**config.mk**
```make
export PLATFORM = sky130hd
export DESIGN_NAME = cdown_channel
export DESIGN_NICKNAME = d
export VERILOG_FILES = /design/src/rtl/cdown_pkg.sv /design/src/rtl/cdown_sampler.sv /design/src/rtl/cdown_dec.sv /design/src/rtl/cdown_core.sv /design/src/rtl/cdown_channel.sv
export SDC_FILE = /design/constraint.sdc
export NUM_CORES = 1
export LEC_CHECK = 0
export BUFFER_PORTS_ARGS = -buffer_cell sky130_fd_sc_hd__buf_2
export CAP_MARGIN = 30
export CORE_MARGIN = 5
export CORE_UTILIZATION = 36
export CTS_BUF_LIST = sky130_fd_sc_hd__clkbuf_16
export CTS_CLUSTER_DIAMETER = 30
export DETAILED_ROUTE_END_ITERATION = 12
export SYNTH_ARGS = -nofsm -noshare
export SYNTH_HDL_FRONTEND = slang
export SYNTH_SLANG_ARGS = --single-unit
export TNS_END_PERCENT = 50
```
**constraint.sdc**
```tcl
create_clock -name clk -period 3.7 [get_ports clk]
set_clock_uncertainty 0.05 [all_clocks]
set_input_delay 0.37 -clock clk [delete_from_list [all_inputs] [get_ports clk]]
set_output_delay 0.37 -clock clk [all_outputs]
set_load 0.005 [all_outputs]
```
**src/rtl/cdown_pkg.sv**
```systemverilog
`timescale 1ns/1ps
package cdown_pkg;

    typedef enum logic [2:0] {
        MD_TERM    = 3'd0,
        MD_ONESHOT = 3'd1,
        MD_RATE    = 3'd2,
        MD_RSVD3   = 3'd3,
        MD_SWSTB   = 3'd4,
        MD_HWSTB   = 3'd5,
        MD_RSVD6   = 3'd6,
        MD_RSVD7   = 3'd7
    } cd_mode_e;

    typedef struct packed {
        logic     valid;
        cd_mode_e mode;
        logic     bcd;
    } cd_cmd_t;

    function automatic logic mode_supported(cd_mode_e m);
        return (m == MD_TERM) || (m == MD_ONESHOT) || (m == MD_RATE) ||
               (m == MD_SWSTB) || (m == MD_HWSTB);
    endfunction

    function automatic logic mode_defers(cd_mode_e m);
        return (m == MD_ONESHOT) || (m == MD_RATE) || (m == MD_HWSTB);
    endfunction

endpackage

```
**src/rtl/cdown_sampler.sv**
```systemverilog
`timescale 1ns/1ps
module cdown_sampler
    import cdown_pkg::*;
#(
    parameter int W = 16
) (
    input  logic         clk,
    input  logic         rst,
    input  logic         gate,
    input  logic [2:0]   mode_in,
    input  logic         bcd_in,
    input  logic [W-1:0] value_in,
    input  logic         wr_in,
    output logic         gate_q,
    output cd_cmd_t      cmd_q,
    output logic [W-1:0] value_q
);

    always_ff @(posedge clk) begin
        if (rst) begin
            gate_q  <= 1'b0;
            cmd_q   <= '0;
            value_q <= '0;
        end else begin
            gate_q     <= gate;
            cmd_q.valid <= wr_in;
            cmd_q.mode <= cd_mode_e'(mode_in);
            cmd_q.bcd  <= bcd_in;
            value_q    <= value_in;
        end
    end

endmodule

```
**src/rtl/cdown_dec.sv**
```systemverilog
`timescale 1ns/1ps
module cdown_dec #(
    parameter int W = 16
) (
    input  logic [W-1:0] val,
    input  logic         bcd,
    output logic [W-1:0] nxt
);

    localparam int NDIG = W / 4;

    logic [W-1:0]    bin_nxt;
    logic [W-1:0]    bcd_nxt;
    logic [NDIG-1:0] brw;

    assign bin_nxt = val - {{(W-1){1'b0}}, 1'b1};
    assign brw[0]  = 1'b1;

    for (genvar i = 0; i < NDIG; i++) begin : g_dig
        logic [3:0] d;
        assign d = val[4*i +: 4];
        assign bcd_nxt[4*i +: 4] = !brw[i] ? d : ((d == 4'd0) ? 4'd9 : d - 4'd1);
        if (i < NDIG - 1) begin : g_chain
            assign brw[i+1] = brw[i] && (d == 4'd0);
        end
    end

    assign nxt = bcd ? bcd_nxt : bin_nxt;

endmodule

```
**src/rtl/cdown_core.sv**
```systemverilog
`timescale 1ns/1ps
module cdown_core
    import cdown_pkg::*;
#(
    parameter int W = 16
) (
    input  logic         clk,
    input  logic         rst,
    input  logic         gate,
    input  logic         gate_q,
    input  cd_cmd_t      cmd,
    input  logic [W-1:0] value_q,
    output logic         out,
    output logic [W-1:0] cnt,
    output logic         loaded
);

    localparam logic [W-1:0] ONE = W'(1);
    localparam logic [W-1:0] TWO = W'(2);

    cd_mode_e     mode_r;
    logic         bcd_r, cfg_r;
    logic         out_r, loaded_r, armed_r, fired_r, rl_req_r, gate_last_r;
    logic [W-1:0] cnt_r, reload_r, dec_val, rl_val;
    logic         grise, defer, restart, cnt_one, cnt_two;

    cdown_dec #(.W(W)) u_dec (
        .val (cnt_r),
        .bcd (bcd_r),
        .nxt (dec_val)
    );

    always_comb begin
        grise   = gate_q && !gate_last_r;
        defer   = cmd.valid && cfg_r && (cmd.mode == mode_r) && mode_defers(cmd.mode);
        restart = cmd.valid && !defer;
        rl_val  = cmd.valid ? value_q : reload_r;
        cnt_one = (cnt_r == ONE);
        cnt_two = (cnt_r == TWO);
    end

    always_ff @(negedge clk) begin
        if (rst) begin
            mode_r      <= MD_RSVD7;
            bcd_r       <= 1'b0;
            cfg_r       <= 1'b0;
            out_r       <= 1'b1;
            loaded_r    <= 1'b0;
            armed_r     <= 1'b0;
            fired_r     <= 1'b0;
            rl_req_r    <= 1'b0;
            gate_last_r <= 1'b0;
            cnt_r       <= '0;
            reload_r    <= '0;
        end else begin
            gate_last_r <= gate_q;
            if (cmd.valid) begin
                reload_r <= value_q;
                cfg_r    <= 1'b1;
            end
            if (restart) begin
                mode_r   <= cmd.mode;
                bcd_r    <= cmd.bcd;
                fired_r  <= 1'b0;
                rl_req_r <= 1'b0;
                armed_r  <= 1'b0;
                case (cmd.mode)
                    MD_TERM: begin
                        cnt_r    <= value_q;
                        out_r    <= 1'b0;
                        loaded_r <= 1'b1;
                    end
                    MD_RATE, MD_SWSTB: begin
                        cnt_r    <= value_q;
                        out_r    <= 1'b1;
                        loaded_r <= 1'b1;
                    end
                    default: begin
                        out_r    <= 1'b1;
                        loaded_r <= 1'b0;
                    end
                endcase
            end else begin
                if (defer) loaded_r <= 1'b0;
                case (mode_r)
                    MD_TERM: begin
                        if (gate_q) begin
                            cnt_r <= dec_val;
                            if (cnt_one) out_r <= 1'b1;
                        end
                    end
                    MD_ONESHOT: begin
                        if (grise) begin
                            cnt_r    <= rl_val;
                            out_r    <= 1'b0;
                            armed_r  <= 1'b1;
                            loaded_r <= 1'b1;
                        end else if (armed_r) begin
                            cnt_r <= dec_val;
                            if (cnt_one) out_r <= 1'b1;
                        end
                    end
                    MD_RATE: begin
                        if (!gate_q) begin
                            out_r    <= 1'b1;
                            rl_req_r <= 1'b1;
                        end else if (rl_req_r || cnt_one) begin
                            cnt_r    <= rl_val;
                            out_r    <= 1'b1;
                            rl_req_r <= 1'b0;
                            loaded_r <= 1'b1;
                        end else begin
                            cnt_r <= dec_val;
                            if (cnt_two) out_r <= 1'b0;
                        end
                    end
                    MD_SWSTB: begin
                        if (!out_r) out_r <= 1'b1;
                        if (gate_q) begin
                            cnt_r <= dec_val;
                            if (cnt_one && !fired_r) begin
                                out_r   <= 1'b0;
                                fired_r <= 1'b1;
                            end
                        end
                    end
                    MD_HWSTB: begin
                        if (!out_r) out_r <= 1'b1;
                        if (grise) begin
                            cnt_r    <= rl_val;
                            armed_r  <= 1'b1;
                            fired_r  <= 1'b0;
                            loaded_r <= 1'b1;
                        end else if (armed_r) begin
                            cnt_r <= dec_val;
                            if (cnt_one && !fired_r) begin
                                out_r   <= 1'b0;
                                fired_r <= 1'b1;
                            end
                        end
                    end
                    default: ;
                endcase
            end
        end
    end

    assign out    = out_r | ((mode_r == MD_RATE) && !gate);
    assign cnt    = cnt_r;
    assign loaded = loaded_r;

    AST_LOAD_ON_NEXT_EDGE: assert property (@(negedge clk) disable iff (rst)
        (cmd.valid && cmd.mode == MD_TERM) |=> (cnt_r == $past(value_q)));
    AST_GATE_FREEZE: assert property (@(negedge clk) disable iff (rst)
        (mode_r == MD_SWSTB && !gate_q && !cmd.valid) |=> $stable(cnt_r));
    AST_TERM_OUT_STICKY: assert property (@(negedge clk) disable iff (rst)
        (mode_r == MD_TERM && out_r && !cmd.valid) |=> out_r);
    AST_RATE_SINGLE_LOW: assert property (@(negedge clk) disable iff (rst)
        (mode_r == MD_RATE && !out_r && !cmd.valid) |=> out_r);
    AST_SWSTB_ONE_CYCLE: assert property (@(negedge clk) disable iff (rst)
        (mode_r == MD_SWSTB && !out_r && !cmd.valid) |=> out_r);
    AST_HWSTB_ONE_CYCLE: assert property (@(negedge clk) disable iff (rst)
        (mode_r == MD_HWSTB && !out_r && !cmd.valid) |=> out_r);
    AST_IDLE_FROZEN: assert property (@(negedge clk) disable iff (rst)
        (!mode_supported(mode_r) && !cmd.valid) |=> ($stable(cnt_r) && out_r));

endmodule

```
**src/rtl/cdown_channel.sv**
```systemverilog
`timescale 1ns/1ps
module cdown_channel
    import cdown_pkg::*;
#(
    parameter int CNT_W = 16
) (
    input  logic             clk,
    input  logic             rst,
    input  logic             gate,
    input  logic [2:0]       mode_sel,
    input  logic             bcd_sel,
    input  logic [CNT_W-1:0] reload_val,
    input  logic             reload_wr,
    output logic             out,
    output logic [CNT_W-1:0] cur_count,
    output logic             count_loaded
);

    logic             gate_q;
    cd_cmd_t          cmd_q;
    logic [CNT_W-1:0] value_q;

    cdown_sampler #(.W(CNT_W)) u_sampler (
        .clk      (clk),
        .rst      (rst),
        .gate     (gate),
        .mode_in  (mode_sel),
        .bcd_in   (bcd_sel),
        .value_in (reload_val),
        .wr_in    (reload_wr),
        .gate_q   (gate_q),
        .cmd_q    (cmd_q),
        .value_q  (value_q)
    );

    cdown_core #(.W(CNT_W)) u_core (
        .clk     (clk),
        .rst     (rst),
        .gate    (gate),
        .gate_q  (gate_q),
        .cmd     (cmd_q),
        .value_q (value_q),
        .out     (out),
        .cnt     (cur_count),
        .loaded  (count_loaded)
    );

endmodule

```
==> impl_metrics.json <==
{
  "antenna_left": 0,
  "dp.cells": 535,
  "instances_no_fill": 597,
  "row_count": 34,
  "antenna_found_initial": 0,
  "setup_viol": 23,
  "vdd_drop_max_uv": 297.8,
  "synth-seq-cells": 65,
  "drt_iter0_drc": 293,
  "crit_path_end_kind": "flip-flop",
  "synth.avg_cell_area_um2": 8.405,
  "arrival_ns": 2.30,
  "dpl.hpwl_mm": 6.157,
  "areaGrowthSynthToFinish_pct": 34.10,
  "initial_utilization": 0.3681,
  "syn_nets": 409,
  "status": "complete, but fails checks",
  "violations": "setup timing",
  "power.leakage_nw": 1.927,
  "ys_async_sr_fraction": 0,
  "clock_latency_ns": 0.39,
  "worstMarginPinSlew_ns": 0.8248,
  "final_common_cell": "dfxtp_1",
  "yosys_warnings": 0,
  "fill_cells": 834,
  "clock-sinks": 65,
  "place_area_mm2": 0.003697,
  "path_max_fanout": 10,
  "dieWidth_um": 104.4,
  "grt_pass1_vias": 2979,
  "power_frac_comb": 0.176,
  "hold_ws_ns": 0.2029,
  "cpPeakStageDelay_ns": 0.40,
  "ys_types": 54,
  "finalInstanceArea_mm2": 0.004305,
  "cp_slowest_cell": "or3b_4",
  "viasPerCell": 5.245,
  "p_int_mw": 1.633,
  "coreArea_mm2": 0.008721,
  "vias": 3131,
  "rsz0062_at_grt": "true",
  "gp_congestion": 0.8484,
  "clockPowerShare": 0.478,
  "finalNetCount": 511,
  "power_switching_mw": 0.6811,
  "grt-ovfl-total": 0,
  "syn_inst": 382,
  "cts_root_buf": "clkbuf_16",
  "p_seq_frac": 0.346,
  "cpMostUsedCell": "a21oi_1",
  "io_pins": 42,
  "max_slew_margin": 0.4451,
  "yosysSeqAreaShare": 0.4053,
  "worstPathCellList": "or3b_4, a2111oi_4, a21boi_4, mux2i_4, buf_4, a21oi_1, a21oi_1",
  "cts_buffer_depth": 2,
  "crit_required_ns": 2.06,
  "grt_max_degree": 25,
  "ctsHtreeMaxLevel": 3,
  "synth_area_mm2": 0.003211,
  "drv_slew": 0,
  "diodes": 0,
  "die_y_um": 104.4,
  "cts_buffers": 9,
  "hp-class": "in2reg",
  "cts_tree": "done",
  "netSwitchingFraction": 0.2943,
  "die-area_mm2": 0.01091,
  "port_buffers": 41,
  "cp-start-kind": "flip-flop",
  "drtPass1Iterations": 5,
  "drc": 0,
  "report.final.hold_viol_count": 0,
  "path_clk_slew_ns": 0.05,
  "drt_wl_total_mm": 8.656,
  "setup_slack_ns": -0.2458,
  "grt_use_total": 0.1623,
  "maxCapViolCount": 0,
  "crit_type": "reg2reg",
  "wl_per_cell_um": 14.50,
  "final_cell_mix": "62 x dfxtp_1, 56 x inv_1, 41 x buf_2",
  "power.total_mw": 2.314,
  "grt_pass1_wl_mm": 14.55,
  "synth_edf_count": 0,
  "synth_ff_type": "dfxtp_1",
  "final_layout_size_suffix_gt1_frac": 0.2331,
  "p_per_area_mw_per_mm2": 537.5
}
## worst max-delay path: cells and delay by family (launching register included)
kind            cells  cell delay (ns)
simple gates        1             0.40
compound gates      4             0.78
mux                 1             0.27
buf+inv             1             0.21
flops               1             0.31
## metrics by stage
step,setup TNS (ns),utilization,setup slack (ns)
after global placement,-5.377,0.4240,-0.3242
final,-4.365,0.4937,-0.2458
after global routing,-6.311,0.4937,-0.3470
after CTS,-5.370,0.4901,-0.3032
after floorplan,-2.841,-,-0.1908
after detailed placement,-5.849,0.4240,-0.3462
## power groups by stage
stage | Combinational, mW | Sequential, mW | Clock [mW]
2_1_floorplan | 0.275 | 0.791 | 0.0725
3_3_place_gp | 0.376 | 0.808 | 0.0725
3_5_place_dp | 0.378 | 0.808 | 0.0725
4_1_cts | 0.397 | 0.798 | 1.14
5_1_grt | 0.453 | 0.805 | 1.23
6_report | 0.407 | 0.800 | 1.11
## layout make-up
type	count	area, um2	share of cell area
clock buffers	12	300.3	0.06975
clock inverters	47	202.7	0.04708
inverters	11	41.29	0.009590
multi-input cells	279	1829	0.4249
flip-flops and latches	65	1305	0.3031
well taps	108	135.1	0.03139
repair buffers	75	491.7	0.1142
## cells in the mapped netlist, types with 6 or more instances
cell type  number  share of area
inv_1          12          0.014
dfxtp_1        65           0.41
buf_2           6         0.0094
clkbuf_1       17          0.020
nand2b_1        7          0.014
nor2b_1        27          0.053
nand2_1        31          0.036
nor3_1         12          0.019
o21ai_0        22          0.034
mux2i_1        17          0.053
xnor2_1         6          0.016
nand3_1         6         0.0094
a21oi_1        41          0.064
nor2_1         36          0.042
## cell families (layout without fill, tap and decap cells)
kind of cell | Yosys count | after routing | synth area share
AO/OA/AOI/OAI | 111 | 111 | 0.2237
XOR/XNOR | 8 | 8 | 0.02182
adder cells (fa/ha/maj) | 3 | 3 | 0.01169
buffers and inverters | 38 | 145 | 0.05144
flip-flops | 65 | 65 | 0.4053
multiplexers | 20 | 20 | 0.06703
AND/OR/NAND/NOR | 137 | 137 | 0.2190
## sequential cells by signal, indices dropped and copies added (netlist names)
register	flops
u_core.rl_req_r	1
u_sampler.gate_q	1
u_core.loaded	1
u_core.bcd_r	1
u_core.fired_r	1
u_core.cnt	16
u_core.out_r	1
u_sampler.value_q	16
u_core.gate_last_r	1
u_core.cfg_r	1
u_core.mode_r	3
u_core.reload_r	16
u_sampler.cmd_q	5
u_core.armed_r	1
## repair_timing
item | 4_1_cts | 5_1_grt
pin swaps | 11 | 6
setup buffers | 4 | 0
endpoints found under the setup margin | 22 | 25
hold buffers | 0 | 0
gates resized for setup | 21 | 10
## routing by layer
| layer | global-route usage | part of all wire | up-vias |
|---|---|---|---|
| met5 | 0 | 0 | - |
| met4 | 0.06290 | 0.015 | 0 |
| met3 | 0.05649 | 0.069 | 13 |
| met2 | 0.2281 | 0.43 | 133 |
| met1 | 0.2260 | 0.48 | 1422 |
| li1 | - | - | 1563 |
## path summary, 6_finish.rpt
kind / start / slack, ns / cells past startpoint / endpoint
min reg2reg: u_core.cfg_r / 0.41 / 2 / u_core.cfg_r
max reg2reg: u_sampler.cmd_q[1] / -0.25 / 7 / u_core.cnt[9]
min: reload_val[2] / 0.20 / 2 / u_sampler.value_q[2]
max: u_sampler.cmd_q[1] / -0.25 / 7 / u_core.cnt[9]
Power figures use the tool's default switching activity.
